## config.mk

```make
export PLATFORM = sky130hd
export DESIGN_NAME = sleep_wake_detector
export DESIGN_NICKNAME = d
export VERILOG_FILES = /design/src/rtl/wake_det_pkg.sv /design/src/rtl/wake_tick_counter.sv /design/src/rtl/bus_wake_fsm.sv /design/src/rtl/pin_wake_fsm.sv /design/src/rtl/sleep_wake_detector.sv
export SDC_FILE = /design/constraint.sdc
export NUM_CORES = 1
export LEC_CHECK = 0
export BUFFER_PORTS_ARGS = -buffer_cell sky130_fd_sc_hd__buf_2
export CAP_MARGIN = 20
export CORE_MARGIN = 2
export CORE_UTILIZATION = 43
export DETAILED_ROUTE_END_ITERATION = 10
export PLACE_DENSITY = 0.68
export SYNTH_ARGS = -nofsm -noshare
export SYNTH_HDL_FRONTEND = slang
export SYNTH_SLANG_ARGS = --single-unit
```

## constraint.sdc

```tcl
create_clock -name clk -period 1.5 [get_ports clk]
set_clock_uncertainty 0.2 [all_clocks]
set_input_delay 0.3 -clock clk [delete_from_list [all_inputs] [get_ports clk]]
set_output_delay 0.3 -clock clk [all_outputs]
set_load 0.01 [all_outputs]
```

## src/rtl/wake_det_pkg.sv

```systemverilog
package wake_det_pkg;

    typedef enum logic [2:0] {
        BUS_REARM     = 3'd0,
        BUS_IDLE      = 3'd1,
        BUS_FILTER    = 3'd2,
        BUS_QUALIFIED = 3'd3,
        BUS_STUCK     = 3'd4
    } bus_state_e;

    typedef enum logic [1:0] {
        PIN_REARM  = 2'd0,
        PIN_IDLE   = 2'd1,
        PIN_FILTER = 2'd2
    } pin_state_e;

    typedef struct packed {
        logic below_prewake;
        logic dominant;
    } bus_level_t;

    function automatic int cnt_width(input int limit);
        return (limit < 2) ? 1 : $clog2(limit + 1);
    endfunction

endpackage

```

## src/rtl/wake_tick_counter.sv

```systemverilog
module wake_tick_counter #(
    parameter int LIMIT = 8
) (
    input  logic clk,
    input  logic rst,
    input  logic clear,
    input  logic tick,
    output logic hit
);
    localparam int W = wake_det_pkg::cnt_width(LIMIT);
    localparam logic [W-1:0] LAST = W'(LIMIT - 1);
    localparam logic [W-1:0] TOP  = W'(LIMIT);

    logic [W-1:0] count;

    always_ff @(posedge clk) begin
        if (rst || clear) begin
            count <= '0;
        end else if (tick && count != TOP) begin
            count <= count + 1'b1;
        end
    end

    assign hit = !clear && tick && (count == LAST);

endmodule

```

## src/rtl/bus_wake_fsm.sv

```systemverilog
module bus_wake_fsm
    import wake_det_pkg::*;
#(
    parameter int BUS_FILT_TICKS  = 90,
    parameter int MON_TICKS       = 10000,
    parameter int BUS_REARM_TICKS = 3
) (
    input  logic       clk,
    input  logic       rst,
    input  logic       tick,
    input  logic       sleep,
    input  bus_level_t lvl,
    output logic       wake_pulse,
    output logic       rx_on
);
    bus_state_e state, state_n;
    logic pulse_n;
    logic arm_hit, dom_hit, mon_hit;
    logic arm_clr, dom_clr, mon_clr;
    logic in_window;

    assign in_window = (state == BUS_FILTER) || (state == BUS_QUALIFIED);
    assign arm_clr   = !sleep || state != BUS_REARM || lvl.below_prewake;
    assign dom_clr   = !sleep || state != BUS_FILTER || !lvl.dominant;
    assign mon_clr   = !sleep || !in_window;

    wake_tick_counter #(.LIMIT(BUS_REARM_TICKS)) u_arm (
        .clk(clk), .rst(rst), .clear(arm_clr), .tick(tick), .hit(arm_hit));
    wake_tick_counter #(.LIMIT(BUS_FILT_TICKS)) u_dom (
        .clk(clk), .rst(rst), .clear(dom_clr), .tick(tick), .hit(dom_hit));
    wake_tick_counter #(.LIMIT(MON_TICKS)) u_mon (
        .clk(clk), .rst(rst), .clear(mon_clr), .tick(tick), .hit(mon_hit));

    always_comb begin
        state_n = state;
        pulse_n = 1'b0;
        unique case (state)
            BUS_REARM: if (arm_hit) state_n = BUS_IDLE;
            BUS_IDLE:  if (lvl.below_prewake) state_n = BUS_FILTER;
            BUS_FILTER: begin
                if (!lvl.below_prewake)  state_n = BUS_REARM;
                else if (dom_hit)        state_n = BUS_QUALIFIED;
                else if (mon_hit)        state_n = lvl.dominant ? BUS_STUCK : BUS_REARM;
            end
            BUS_QUALIFIED: begin
                if (!lvl.below_prewake) begin
                    state_n = BUS_REARM;
                    pulse_n = 1'b1;
                end else if (mon_hit) begin
                    state_n = lvl.dominant ? BUS_STUCK : BUS_REARM;
                end
            end
            BUS_STUCK: begin
                if (!lvl.below_prewake) begin
                    state_n = BUS_REARM;
                    pulse_n = 1'b1;
                end
            end
            default: state_n = BUS_REARM;
        endcase
        if (!sleep) begin
            state_n = BUS_REARM;
            pulse_n = 1'b0;
        end
    end

    always_ff @(posedge clk) begin
        if (rst) begin
            state      <= BUS_REARM;
            wake_pulse <= 1'b0;
        end else begin
            state      <= state_n;
            wake_pulse <= pulse_n;
        end
    end

    assign rx_on = in_window;

    // window tick tally used only by the monitor-bound assertion
    logic [wake_det_pkg::cnt_width(MON_TICKS + 1)-1:0] win_ticks;
    always_ff @(posedge clk) begin
        if (rst || !rx_on) win_ticks <= '0;
        else if (tick)     win_ticks <= win_ticks + 1'b1;
    end


    bus_pulse_single_chk: assert property (@(posedge clk) disable iff (rst)
        wake_pulse |=> !wake_pulse);

    bus_pulse_after_rise_chk: assert property (@(posedge clk) disable iff (rst)
        wake_pulse |-> !$past(lvl.below_prewake));

    bus_quiet_outside_sleep_chk: assert property (@(posedge clk) disable iff (rst)
        !sleep |=> (!wake_pulse && !rx_on));

    bus_monitor_bound_chk: assert property (@(posedge clk) disable iff (rst)
        rx_on |-> (int'(win_ticks) <= MON_TICKS));

    bus_rx_needs_low_chk: assert property (@(posedge clk) disable iff (rst)
        $rose(rx_on) |-> $past(lvl.below_prewake));

endmodule

```

## src/rtl/pin_wake_fsm.sv

```systemverilog
module pin_wake_fsm
    import wake_det_pkg::*;
#(
    parameter int WAKE_FILT_TICKS  = 35,
    parameter int WAKE_REARM_TICKS = 7
) (
    input  logic clk,
    input  logic rst,
    input  logic tick,
    input  logic sleep,
    input  logic pin_high,
    output logic wake_pulse
);
    pin_state_e state, state_n;
    logic pulse_n;
    logic arm_hit, filt_hit, arm_clr, filt_clr;

    assign arm_clr  = !sleep || state != PIN_REARM || !pin_high;
    assign filt_clr = !sleep || state != PIN_FILTER || pin_high;

    wake_tick_counter #(.LIMIT(WAKE_REARM_TICKS)) u_arm (
        .clk(clk), .rst(rst), .clear(arm_clr), .tick(tick), .hit(arm_hit));
    wake_tick_counter #(.LIMIT(WAKE_FILT_TICKS)) u_filt (
        .clk(clk), .rst(rst), .clear(filt_clr), .tick(tick), .hit(filt_hit));

    always_comb begin
        state_n = state;
        pulse_n = 1'b0;
        unique case (state)
            PIN_REARM: if (arm_hit) state_n = PIN_IDLE;
            PIN_IDLE:  if (!pin_high) state_n = PIN_FILTER;
            PIN_FILTER: begin
                if (pin_high) begin
                    state_n = PIN_REARM;
                end else if (filt_hit) begin
                    state_n = PIN_REARM;
                    pulse_n = 1'b1;
                end
            end
            default: state_n = PIN_REARM;
        endcase
        if (!sleep) begin
            state_n = PIN_REARM;
            pulse_n = 1'b0;
        end
    end

    always_ff @(posedge clk) begin
        if (rst) begin
            state      <= PIN_REARM;
            wake_pulse <= 1'b0;
        end else begin
            state      <= state_n;
            wake_pulse <= pulse_n;
        end
    end


    pin_pulse_single_chk: assert property (@(posedge clk) disable iff (rst)
        wake_pulse |=> !wake_pulse);

    pin_pulse_while_low_chk: assert property (@(posedge clk) disable iff (rst)
        wake_pulse |-> !$past(pin_high));

    pin_pulse_on_tick_chk: assert property (@(posedge clk) disable iff (rst)
        wake_pulse |-> $past(tick));

    pin_quiet_outside_sleep_chk: assert property (@(posedge clk) disable iff (rst)
        !sleep |=> !wake_pulse);

endmodule

```

## src/rtl/sleep_wake_detector.sv

```systemverilog
module sleep_wake_detector
    import wake_det_pkg::*;
#(
    parameter int BUS_FILT_TICKS   = 90,
    parameter int MON_TICKS        = 10000,
    parameter int BUS_REARM_TICKS  = 3,
    parameter int WAKE_FILT_TICKS  = 35,
    parameter int WAKE_REARM_TICKS = 7
) (
    input  logic clk,
    input  logic rst,
    input  logic us_tick,
    input  logic sleep_mode,
    input  logic bus_below_prewake,
    input  logic bus_dominant,
    input  logic wake_pin,
    output logic remote_wake,
    output logic local_wake,
    output logic rx_active
);
    bus_level_t lvl;
    assign lvl = '{below_prewake: bus_below_prewake, dominant: bus_dominant};

    initial begin
        if (BUS_FILT_TICKS < 1 || BUS_FILT_TICKS >= MON_TICKS)
            $error("bus filter must be at least 1 and below the monitor time");
        if (BUS_REARM_TICKS < 1 || WAKE_FILT_TICKS < 1 || WAKE_REARM_TICKS < 1)
            $error("tick counts must be at least 1");
    end

    bus_wake_fsm #(
        .BUS_FILT_TICKS(BUS_FILT_TICKS),
        .MON_TICKS(MON_TICKS),
        .BUS_REARM_TICKS(BUS_REARM_TICKS)
    ) u_bus (
        .clk(clk), .rst(rst), .tick(us_tick), .sleep(sleep_mode),
        .lvl(lvl), .wake_pulse(remote_wake), .rx_on(rx_active));

    pin_wake_fsm #(
        .WAKE_FILT_TICKS(WAKE_FILT_TICKS),
        .WAKE_REARM_TICKS(WAKE_REARM_TICKS)
    ) u_pin (
        .clk(clk), .rst(rst), .tick(us_tick), .sleep(sleep_mode),
        .pin_high(wake_pin), .wake_pulse(local_wake));

endmodule

```

==> flow_summary.toml <==
[routing]
first_pass_iters = 4
ant_nets = 0
wl_per_cell_um = 15.3
drc_errors = 0
wl_um = 5110
vias_per_cell = 5.46
vias = 1819
drt-initial-drc-count = 68

[synth]
syn-cell-area_sq_mm = 0.00196
synth_top_area_share_pct = 39.7
yosysSeqAreaShare_pct = 39.7
async_flop_share_pct = 0
synth_commonest_cells = "39 x dfxtp_1, 30 x nor2_1, 12 x ha_1, 12 x nand2_1, 11 x xor2_1"
synth_edf_count = 0
syn_nets = 233
ys_seq_elements = 39
ys_top_cells_by_area = "dfxtp_1 40%, ha_1 7.6%, nor2_1 5.7%"
yosysTopAreaCell = "dfxtp_1"
synth.most_common_cell = "dfxtp_1"
yosys_most_used_dff = "dfxtp_1"
synth.distinct_cells = 48
ys_warn_count = 0
synthCells = 214
synth_area_per_cell_sq_um = 9.18

[worst_setup_path]
cp_cell_sequence = "inv_2 > ha_4 > nor4bb_1 > and4b_4 > or4b_4 > a21oi_2"
startpoint_type = "flop"
crit_fanout = 3
path_class = "flop to flop"
cpMaxStageDelayCell = "or4b_4"
critPathArrivalTime_ns = 1.84
critPathMaxStageDelay_ns = 0.50
cp-end-kind = "flop"
cp.required_ns = 1.53

[sta]
report.final.setup_viol = 17
fmax_mhz = 551
fin_tns_setup_ns = -2.36
slew_headroom_pct = 76.8
finalCritPeriodShare_pct = 121
tightest_slew_ns = 0.348
fin_ws_ns = -0.315
rsz0062_at_grt = "true"
fin_crit_ns = 1.82
drv_slew = 0
hold_violations = 0

[finish]
final_nets = 299
area_growth_pct = 48.7
final_util_pct = 66.6
fin_cells = 333
drive_gt1_share_pct = 48.4
antenna_cells = 0

[clock_tree]
clock_sinks = 39
cts_tree = "built"
numCtsBuffers = 5
clk_pin_slew_ns = 0.09
htreeDepth = 2
cts_buffer_depth = 2
clock_latency_ns = 0.30
cts-root-buf = "clkbuf_8"

[power]
p_leak_nw = 1.13
powerDensity_mw_per_mm2 = 689
ir_drop_mv = 0.633

[floorplan]
rows = 24
dieHeight_um = 71.6
io_pins = 10
core_area_sq_mm = 0.00438
design.die.area_sq_mm = 0.00513
fp.dieW_um = 71.6
initial_core_util_pct = 44.8

[job]
cap_violations = 0

[run_status]
status = "complete, but fails checks"
violations = "setup timing"

[place]
dp.cells = 318
hpwl_um = 3200
pre_cts_ws_ns = -0.237
routabilityCongestion = 0.846
io_buffers = 9

[global_route]
grt_first_pass_wirelength_um = 8330
grt_max_degree = 14
antenna_found_initial = 0
grt_pass1_vias = 1770
grt_usage_pct = 20.6
grt.overflow.total = 0

[hold_path]
hold_path_class = "primary input to flop"
==> layout make-up <==
| class | count | area [sq um] |
|---|---|---|
| Clock buffer | 5 | 68.8 |
| Sequential cell | 39 | 802 |
| Inverter | 10 | 40.0 |
| Timing Repair Buffer | 64 | 499 |
| Multi-Input combinational cell | 160 | 1400 |
| Tap cell | 52 | 65.1 |
| Clock inverter | 3 | 43.8 |
| Fill cell | 339 | 1460 |
==> worst paths after layout <==
kind | start | endpoint | slack (ns) | cells past startpoint
max | u_bus.u_mon.count[0] | u_bus.u_mon.count[2] | -0.32 | 6
min | wake_pin | u_pin.state[1] | 0.1 | 3
max reg2reg | u_bus.u_mon.count[0] | u_bus.u_mon.count[2] | -0.32 | 6
min reg2reg | u_pin.u_arm.count[1] | u_pin.u_arm.count[1] | 0.31 | 2
==> flip-flops by register name (all words and copies together) (netlist names) <==
register,cells
u_bus.u_arm.count,2
u_pin.state,2
u_pin.u_filt.count,6
u_bus.u_mon.count,14
u_pin.wake_pulse,1
u_bus.u_dom.count,7
u_pin.u_arm.count,3
u_bus.wake_pulse,1
u_bus.state,3
==> worst max-delay path, delay by kind of cell (launching register included) <==
family	cells	cell delay [ns]
adders and majority gates	1	0.15
buffers and inverters	1	0.06
DFF	1	0.36
and+or+nand+nor	3	0.83
AOI/OAI and AO/OA	1	0.16
==> stage by stage <==
| step | area (sq um) | power [mW] | hold WS [ns] |
|---|---|---|---|
| after CTS | 2770 | 2.01 | 0.0901 |
| after floorplan | 2030 | 1.11 | 0.178 |
| after global placement | 2470 | 1.14 | 0.274 |
| after global routing | 2920 | 2.08 | 0.0965 |
| after detailed placement | 2470 | 1.14 | 0.281 |
| final | 2920 | 2.01 | 0.0966 |
==> layer usage <==
layer  track usage (%)  wire length, um  share of wire [%]  vias to the layer above
li1                  -                -                  -                      895
met1              26.3             2310                 45                      863
met2              34.9             2430                 48                       43
met3              4.78              182                3.6                       18
met4              5.87              180                3.5                        0
met5                 0                0                  0                        -
==> timing repair <==
| action | in CTS | in global routing |
|---|---|---|
| resized for setup | 31 | 37 |
| endpoints found under the setup margin | 19 | 29 |
| pin swaps | 13 | 15 |
| setup buffers | 5 | 4 |
| hold buffers | 0 | 0 |
==> cell usage in the layout, fill, tap and decap left out, types with 4 or more instances in the layout <==
cell | synthesis | layout
buf_4 | 1 | 48
xnor2_1 | 10 | 9
buf_2 | 1 | 8
xor2_1 | 11 | 11
dfxtp_1 | 39 | 26
nand4_1 | 8 | 8
buf_6 | 1 | 7
a21oi_2 | 0 | 7
clkbuf_8 | 0 | 5
ha_4 | 0 | 6
nand2_1 | 12 | 12
inv_1 | 10 | 6
nand3_1 | 5 | 4
dfxtp_2 | 0 | 11
nor2_1 | 30 | 27
ha_1 | 12 | 5
==> logic make-up after synthesis <==
family	share of synthesized area, %
adders and majority gates	7.64
and+or+nand+nor	29.4
xor gates and xnor gates	9.36
buffers and inverters	3.57
AOI/OAI and AO/OA	9.75
DFF	39.7
muxes	0.510
==> report_power, final <==
| part | total, mW | switching [mW] | internal, mW | leakage [nW] |
|---|---|---|---|---|
| Sequential | 1.04 | 0.00238 | 1.03 | 0.321 |
| Combinational | 0.0867 | 0.0474 | 0.0393 | 0.752 |
| Clock | 0.891 | 0.396 | 0.496 | 0.0581 |
| Total | 2.01 | 0.445 | 1.57 | 1.13 |
No activity file was read; power rests on OpenSTA's default activity.
